$ cat config.mk
export PLATFORM = sky130hd
export DESIGN_NAME = madd_periph
export DESIGN_NICKNAME = d
export VERILOG_FILES = /design/src/rtl/madd_pkg.sv /design/src/rtl/madd_regs.sv /design/src/rtl/madd_seq.sv /design/src/rtl/madd_rdmux.sv /design/src/rtl/madd_periph.sv
export SDC_FILE = /design/constraint.sdc
export NUM_CORES = 1
export LEC_CHECK = 0
export BUFFER_PORTS_ARGS = -buffer_cell sky130_fd_sc_hd__clkbuf_2
export CAP_MARGIN = 20
export CORE_UTILIZATION = 60
export CTS_CLUSTER_SIZE = 30
export DETAILED_ROUTE_END_ITERATION = 6
export PLACE_DENSITY = 0.81
export SETUP_SLACK_MARGIN = 0.4
export SLEW_MARGIN = 5
export SYNTH_ARGS = -nofsm -noshare
export SYNTH_HDL_FRONTEND = slang
export SYNTH_HIERARCHICAL = 1
export SYNTH_SLANG_ARGS = --single-unit
$ cat constraint.sdc
create_clock -name clk -period 3.65 [get_ports clk]
set_clock_uncertainty 0.15 [all_clocks]
set_input_delay 0.5475 -clock clk [delete_from_list [all_inputs] [get_ports clk]]
set_output_delay 0.5475 -clock clk [all_outputs]
set_load 0.1 [all_outputs]
$ cat src/rtl/madd_pkg.sv
package madd_pkg;
    localparam int IDX_W = 2;

    localparam logic [IDX_W-1:0] SLOT_X   = 2'd0;
    localparam logic [IDX_W-1:0] SLOT_Y   = 2'd1;
    localparam logic [IDX_W-1:0] SLOT_Z   = 2'd2;
    localparam logic [IDX_W-1:0] SLOT_CSR = 2'd3;

    typedef enum logic [1:0] {
        ST_IDLE = 2'd0,
        ST_CALC = 2'd1,
        ST_DONE = 2'd2
    } seq_state_e;
endpackage

$ cat src/rtl/madd_regs.sv
module madd_regs
    import madd_pkg::*;
#(
    parameter int DATA_W = 32,
    parameter int CTRL_W = DATA_W / 2
) (
    input  logic              clk,
    input  logic              rst_n,
    input  logic              wr_en,
    input  logic [IDX_W-1:0]  reg_idx,
    input  logic [DATA_W-1:0] wr_data,
    output logic [DATA_W-1:0] opx_q,
    output logic [DATA_W-1:0] opy_q,
    output logic [CTRL_W-1:0] ctrl_q,
    output logic              op_wr,
    output logic              start_req
);
    localparam int N_OPS = 2;

    logic [DATA_W-1:0] ops_q [N_OPS];
    logic              csr_wr;

    assign csr_wr    = wr_en && (reg_idx == SLOT_CSR);
    assign op_wr     = wr_en && ((reg_idx == SLOT_X) || (reg_idx == SLOT_Y));
    assign start_req = csr_wr && wr_data[0];

    // One register per operand; the slot index matches the loop position.
    for (genvar g = 0; g < N_OPS; g++) begin : g_op
        always_ff @(posedge clk) begin
            if (!rst_n) begin
                ops_q[g] <= '0;
            end else if (wr_en && (reg_idx == IDX_W'(g))) begin
                ops_q[g] <= wr_data;
            end
        end
    end

    assign opx_q = ops_q[0];
    assign opy_q = ops_q[1];

    always_ff @(posedge clk) begin
        if (!rst_n) begin
            ctrl_q <= '0;
        end else if (csr_wr) begin
            ctrl_q <= wr_data[CTRL_W-1:0];
        end
    end

    assert_ctrl_low_only_R4: assert property (@(posedge clk) disable iff (!rst_n)
        (wr_en && reg_idx == SLOT_CSR) |=> (ctrl_q == $past(wr_data[CTRL_W-1:0])));

    assert_operand_load_R2: assert property (@(posedge clk) disable iff (!rst_n)
        (wr_en && reg_idx == SLOT_X) |=> (opx_q == $past(wr_data)));

    assert_slot2_no_touch_R7: assert property (@(posedge clk) disable iff (!rst_n)
        (wr_en && reg_idx == SLOT_Z) |=> ($stable(opx_q) && $stable(opy_q) && $stable(ctrl_q)));
endmodule

$ cat src/rtl/madd_seq.sv
module madd_seq
    import madd_pkg::*;
#(
    parameter int DATA_W = 32
) (
    input  logic              clk,
    input  logic              rst_n,
    input  logic              start_req,
    input  logic              op_wr,
    input  logic [DATA_W-1:0] opx,
    input  logic [DATA_W-1:0] opy,
    output logic [DATA_W-1:0] sum_q,
    output logic              ready_q
);
    seq_state_e state_q, state_d;

    // State register.
    always_ff @(posedge clk) begin
        if (!rst_n) begin
            state_q <= ST_IDLE;
        end else begin
            state_q <= state_d;
        end
    end

    // Transitions: start, finish, abort, invalidate.
    always_comb begin
        state_d = state_q;
        if (start_req) begin
            state_d = ST_CALC;
        end else begin
            unique case (state_q)
                ST_IDLE: state_d = ST_IDLE;
                ST_CALC: state_d = op_wr ? ST_IDLE : ST_DONE;
                ST_DONE: state_d = op_wr ? ST_IDLE : ST_DONE;
                default: state_d = ST_IDLE;
            endcase
        end
    end

    // Outputs: the sum and the ready flag.
    always_ff @(posedge clk) begin
        if (!rst_n) begin
            sum_q   <= '0;
            ready_q <= 1'b0;
        end else begin
            unique case (state_q)
                ST_CALC: begin
                    if (op_wr) begin
                        ready_q <= 1'b0;
                    end else begin
                        sum_q   <= opx + opy;
                        ready_q <= 1'b1;
                    end
                end
                ST_IDLE, ST_DONE: begin
                    if (op_wr) begin
                        ready_q <= 1'b0;
                    end
                end
                default: ready_q <= 1'b0;
            endcase
        end
    end

    assert_sum_value_R3: assert property (@(posedge clk) disable iff (!rst_n)
        (state_q == ST_CALC && !op_wr) |=> (sum_q == $past(opx + opy)));

    assert_ready_after_start_R5: assert property (@(posedge clk) disable iff (!rst_n)
        (start_req) |=> ##1 (ready_q || $past(op_wr)));

    assert_op_clears_ready_R6: assert property (@(posedge clk) disable iff (!rst_n)
        op_wr |=> !ready_q);

    assert_sum_hold_R9: assert property (@(posedge clk) disable iff (!rst_n)
        (state_q != ST_CALC) |=> $stable(sum_q));
endmodule

$ cat src/rtl/madd_rdmux.sv
module madd_rdmux
    import madd_pkg::*;
#(
    parameter int DATA_W = 32,
    parameter int CTRL_W = DATA_W / 2
) (
    input  logic              rd_en,
    input  logic [IDX_W-1:0]  reg_idx,
    input  logic [DATA_W-1:0] opx,
    input  logic [DATA_W-1:0] opy,
    input  logic [DATA_W-1:0] sum,
    input  logic [CTRL_W-1:0] ctrl,
    input  logic              ready,
    output logic [DATA_W-1:0] rd_data
);
    localparam int STAT_W = DATA_W - CTRL_W;

    logic [STAT_W-1:0] status;

    assign status = {{(STAT_W-1){1'b0}}, ready};

    always_comb begin
        rd_data = '0;
        if (rd_en) begin
            unique case (reg_idx)
                SLOT_X:   rd_data = opx;
                SLOT_Y:   rd_data = opy;
                SLOT_Z:   rd_data = sum;
                SLOT_CSR: rd_data = {status, ctrl};
                default:  rd_data = '0;
            endcase
        end
    end
endmodule

$ cat src/rtl/madd_periph.sv
module madd_periph
    import madd_pkg::*;
#(
    parameter int DATA_W = 32
) (
    input  logic              clk,
    input  logic              rst_n,
    input  logic [1:0]        reg_idx,
    input  logic              wr_en,
    input  logic              rd_en,
    input  logic [DATA_W-1:0] wr_data,
    output logic [DATA_W-1:0] rd_data
);
    localparam int CTRL_W = DATA_W / 2;

    logic [DATA_W-1:0] opx, opy, sum;
    logic [CTRL_W-1:0] ctrl;
    logic              op_wr, start_req, ready;

    madd_regs #(.DATA_W(DATA_W), .CTRL_W(CTRL_W)) u_regs (
        .clk       (clk),
        .rst_n     (rst_n),
        .wr_en     (wr_en),
        .reg_idx   (reg_idx),
        .wr_data   (wr_data),
        .opx_q     (opx),
        .opy_q     (opy),
        .ctrl_q    (ctrl),
        .op_wr     (op_wr),
        .start_req (start_req)
    );

    madd_seq #(.DATA_W(DATA_W)) u_seq (
        .clk       (clk),
        .rst_n     (rst_n),
        .start_req (start_req),
        .op_wr     (op_wr),
        .opx       (opx),
        .opy       (opy),
        .sum_q     (sum),
        .ready_q   (ready)
    );

    madd_rdmux #(.DATA_W(DATA_W), .CTRL_W(CTRL_W)) u_rdmux (
        .rd_en   (rd_en),
        .reg_idx (reg_idx),
        .opx     (opx),
        .opy     (opy),
        .sum     (sum),
        .ctrl    (ctrl),
        .ready   (ready),
        .rd_data (rd_data)
    );

    assert_read_no_side_effect_R8: assert property (@(posedge clk) disable iff (!rst_n)
        (rd_en && !wr_en) |=> ($stable(opx) && $stable(opy) && $stable(ctrl)));

    assert_reset_zero_R1: assert property (@(posedge clk)
        $past(!rst_n) |-> (opx == '0 && opy == '0 && sum == '0 && ctrl == '0 && !ready));
endmodule

==> flow_summary.json <==
{
  "fin_setup_tns_ns": 0,
  "status": "complete, but fails checks",
  "die_x_um": 112,
  "areaGrowthSynthToFinish_pct": 11.1,
  "final_cell_area_mm2": 0.00810,
  "end_kind": "output pin",
  "vdd_ir_drop_max_mv": 0.329,
  "viasPerCell": 6.40,
  "start_kind": "input pin",
  "yosys_warnings": 6,
  "dieArea_mm2": 0.0126,
  "cts_num_sinks": 115,
  "cts.path.max_buffers": 2,
  "cts_root_buf": "clkbuf_16",
  "path_delay_family": "buffers and inverters",
  "ys_seq_area_share_pct": 40.4,
  "grt_util_all_layers_pct": 32.1,
  "ios": 70,
  "hold_violations": 0,
  "holdPathStages": 3,
  "coreArea_mm2": 0.0116,
  "synthesis.area_mm2": 0.00729,
  "synth_top_cells_by_area": "edfxtp_1 26%, dfxtp_1 14%, mux2i_1 9.3%",
  "num_vias": 6261,
  "maxSlewHeadroom_pct": 43.4,
  "nets": 895,
  "grt_max_degree": 53,
  "tritoncts": "done",
  "gp_congestion": 0.954,
  "ys_seq_elements": 115,
  "crit_fanout": 52,
  "reg2reg_to": "u_seq/sum_q[31]",
  "timing.final.crit_share_pct": 83.8,
  "fp-row-count": 39,
  "power_density_mw_per_mm2": 478,
  "cp_slowest_cell": "buf_4",
  "grt_pass1_wl_mm": 31.4,
  "ys_async_sr_fraction_pct": 0,
  "cpPeakStageDelay_ns": 0.54,
  "crit_cells": 5,
  "p_leak_nw": 3.24,
  "gr-total-overflow": 0,
  "endpoint": "rd_data[15]",
  "grt_pass1_vias": 6244,
  "r2r_start": "u_regs/ops_q[0][20]",
  "post-route-util_pct": 69.7,
  "avgRoutedWirePerCell_um": 19.7,
  "synth_ff_type": "edfxtp_1",
  "r2r_cells": 8,
  "cap_violations": 0,
  "postPlaceCellArea_mm2": 0.00754,
  "cts_setup_buffers": 0,
  "drive_gt1_share_pct": 16.3,
  "antenna_cells": 0,
  "violations": "DRC",
  "port_buffers": 69,
  "path_class": "input pin to output pin",
  "hp-class": "input pin to flip-flop",
  "ys_types": 70,
  "syn_nets": 849,
  "synth_largest_area_cell": "edfxtp_1",
  "timing.hold.ws_ns": 0.224,
  "cts_inserted_buffers": 17,
  "synthCells": 776,
  "rrSetupSlack_ns": 0.78,
  "route.detailed.drc": 2,
  "cpMostUsedCell": "buf_4",
  "htree_num_levels": 4,
  "avgSynthCellArea_um2": 9.39,
  "start_util_pct": 62.7,
  "synth_edf_count": 64,
  "firstDrtPassIters": 7,
  "post-route-min-period_ns": 3.06,
  "drt_iter0_markers": 448,
  "crit_chain": "buf_4 > buf_4 > mux2i_1 > o22ai_1 > clkbuf_2",
  "drtAntennaViolNets": 0,
  "rsz0062_at_grt": "false",
  "antenna_found_initial": 0,
  "p_total_mw": 3.87,
  "insertion_delay_ns": 0.43,
  "slew_violations": 0,
  "worstMarginPinSlew_ns": 0.848,
  "hpwlAfterDp_mm": 13.3,
  "final-setup-viol-count": 0,
  "required_ns": 2.95,
  "nFillCells": 888,
  "synth_top_area_share_pct": 26.4,
  "die_height_um": 112,
  "path_buf_inv": 3,
  "wl_mm": 19.3,
  "cts.clk_slew.worst_paths_ns": 0.05,
  "worstPathArrival_ns": 2.36,
  "cp-startpoint": "reg_idx[1]",
  "fmax_mhz": 327
}
==> layout by cell type (no fill, tap or decap), types with 6 or more instances in the layout <==
cell | Yosys | final
a211oi_1 | 10 | 10
a21o_1 | 8 | 8
a21oi_1 | 39 | 39
and2_1 | 37 | 37
and3_1 | 18 | 18
buf_4 | 5 | 15
clkbuf_16 | 0 | 17
clkbuf_2 | 3 | 68
clkinv_2 | 0 | 6
dfxtp_1 | 51 | 51
edfxtp_1 | 64 | 64
ha_1 | 34 | 34
inv_1 | 8 | 8
mux2i_1 | 68 | 68
nand2_1 | 84 | 83
nand2b_1 | 6 | 6
nand3_1 | 37 | 37
nand3b_1 | 15 | 15
nand4_1 | 13 | 13
nor2_1 | 61 | 61
nor3_1 | 9 | 9
o211ai_1 | 7 | 7
o21ai_0 | 27 | 27
o21ai_1 | 19 | 17
o22ai_1 | 17 | 17
or3_1 | 8 | 8
xnor2_1 | 15 | 15
==> cell families (layout without fill, tap and decap cells) <==
| kind of cell | after synthesis | count (layout) | synth area share, % |
|---|---|---|---|
| AO/OA/AOI/OAI | 169 | 169 | 15.0 |
| XOR/XNOR | 19 | 19 | 2.28 |
| adder cells (fa/ha/maj) | 35 | 35 | 6.11 |
| buffers and inverters | 64 | 123 | 5.60 |
| flip-flops | 115 | 115 | 40.4 |
| multiplexers | 69 | 69 | 9.50 |
| AND/OR/NAND/NOR | 305 | 305 | 21.1 |
==> cells in the mapped netlist, drive strengths merged, types with 2 or more instances <==
master    n
nand3    38
a2111oi   3
o22ai    17
mux2i    68
o21a      3
inv       8
a21oi    40
o21ai    48
a211oi   14
a311oi    2
or3       8
clkbuf   18
xnor2    15
edfxtp   64
a32oi     2
dfxtp    51
o211ai    7
ha       34
nand3b   15
nand4    13
buf      37
a31oi     5
and3     21
o221ai    4
o21bai    3
nor2b     4
nand2b    6
nand2    85
a21o      8
nor2     61
nor3     10
o31ai     4
xor2      4
and2     38
==> timing repair <==
action,in CTS,in global routing
endpoints found under the hold margin,0,0
resized for setup,0,1
setup endpoints to repair,0,4
hold buffers,0,0
==> flip-flops by register name, indices dropped and copies added (netlist names) <==
name,flops
u_seq/state_q,2
u_seq/sum_q,32
u_regs/ctrl_q,16
u_seq/ready_q,1
u_regs/ops_q,64
==> worst reg2reg max path, cell delays in order, from the launching register on <==
cell and delay, ns:
edfxtp_1 0.40, ha_1 0.39, a21oi_1 0.25, o21ai_0 0.26, a211oi_2 0.34, a211oi_1 0.11, nor3_1 0.48, nor3_1 0.10
a221o_1 0.28
==> worst min path at each step <==
stage,startpoint,endpoint,slack [ns]
after global routing,wr_data[1],u_regs/ctrl_q[1],0.23
after CTS,wr_data[14],u_regs/ctrl_q[14],0.21
final,wr_data[5],u_regs/ctrl_q[5],0.22
after floorplan,u_seq/sum_q[10],u_seq/sum_q[10],0.28
after detailed placement,u_seq/sum_q[6],u_seq/sum_q[6],0.30
after global placement,u_regs/ctrl_q[3],u_regs/ctrl_q[3],0.29
==> layer usage <==
layer	routed length [µm]	global-route usage (%)	vias up
li1	-	-	2942
met1	8150	40.8	3010
met2	9170	51.8	274
met3	1560	7.67	35
met4	418	14.9	0
met5	0	0	-
==> where the power goes <==
| group | internal, mW | switching, mW |
|---|---|---|
| sequential | 1.44 | 0.0436 |
| clock | 0.961 | 0.578 |
| combinational | 0.270 | 0.583 |
==> cell type report <==
class | count | area (µm²) | share of cell area (%)
Inverter | 8 | 30.0 | 0.371
Clock buffer | 22 | 464 | 5.73
Sequential cell | 115 | 2940 | 36.3
Timing Repair Buffer | 83 | 453 | 5.59
Clock inverter | 10 | 83.8 | 1.04
Tap cell | 143 | 179 | 2.21
Multi-Input combinational cell | 597 | 3950 | 48.7
==> metrics by stage <==
step / worst slack [ns] / cells
6_report: 0.590 / 978
5_1_grt: 0.473 / 978
4_1_cts: 0.584 / 977
3_5_place_dp: 0.586 / 945
3_3_place_gp: 0.657 / 945
2_1_floorplan: 0.473 / 776
(Power assumes the default switching activity.)
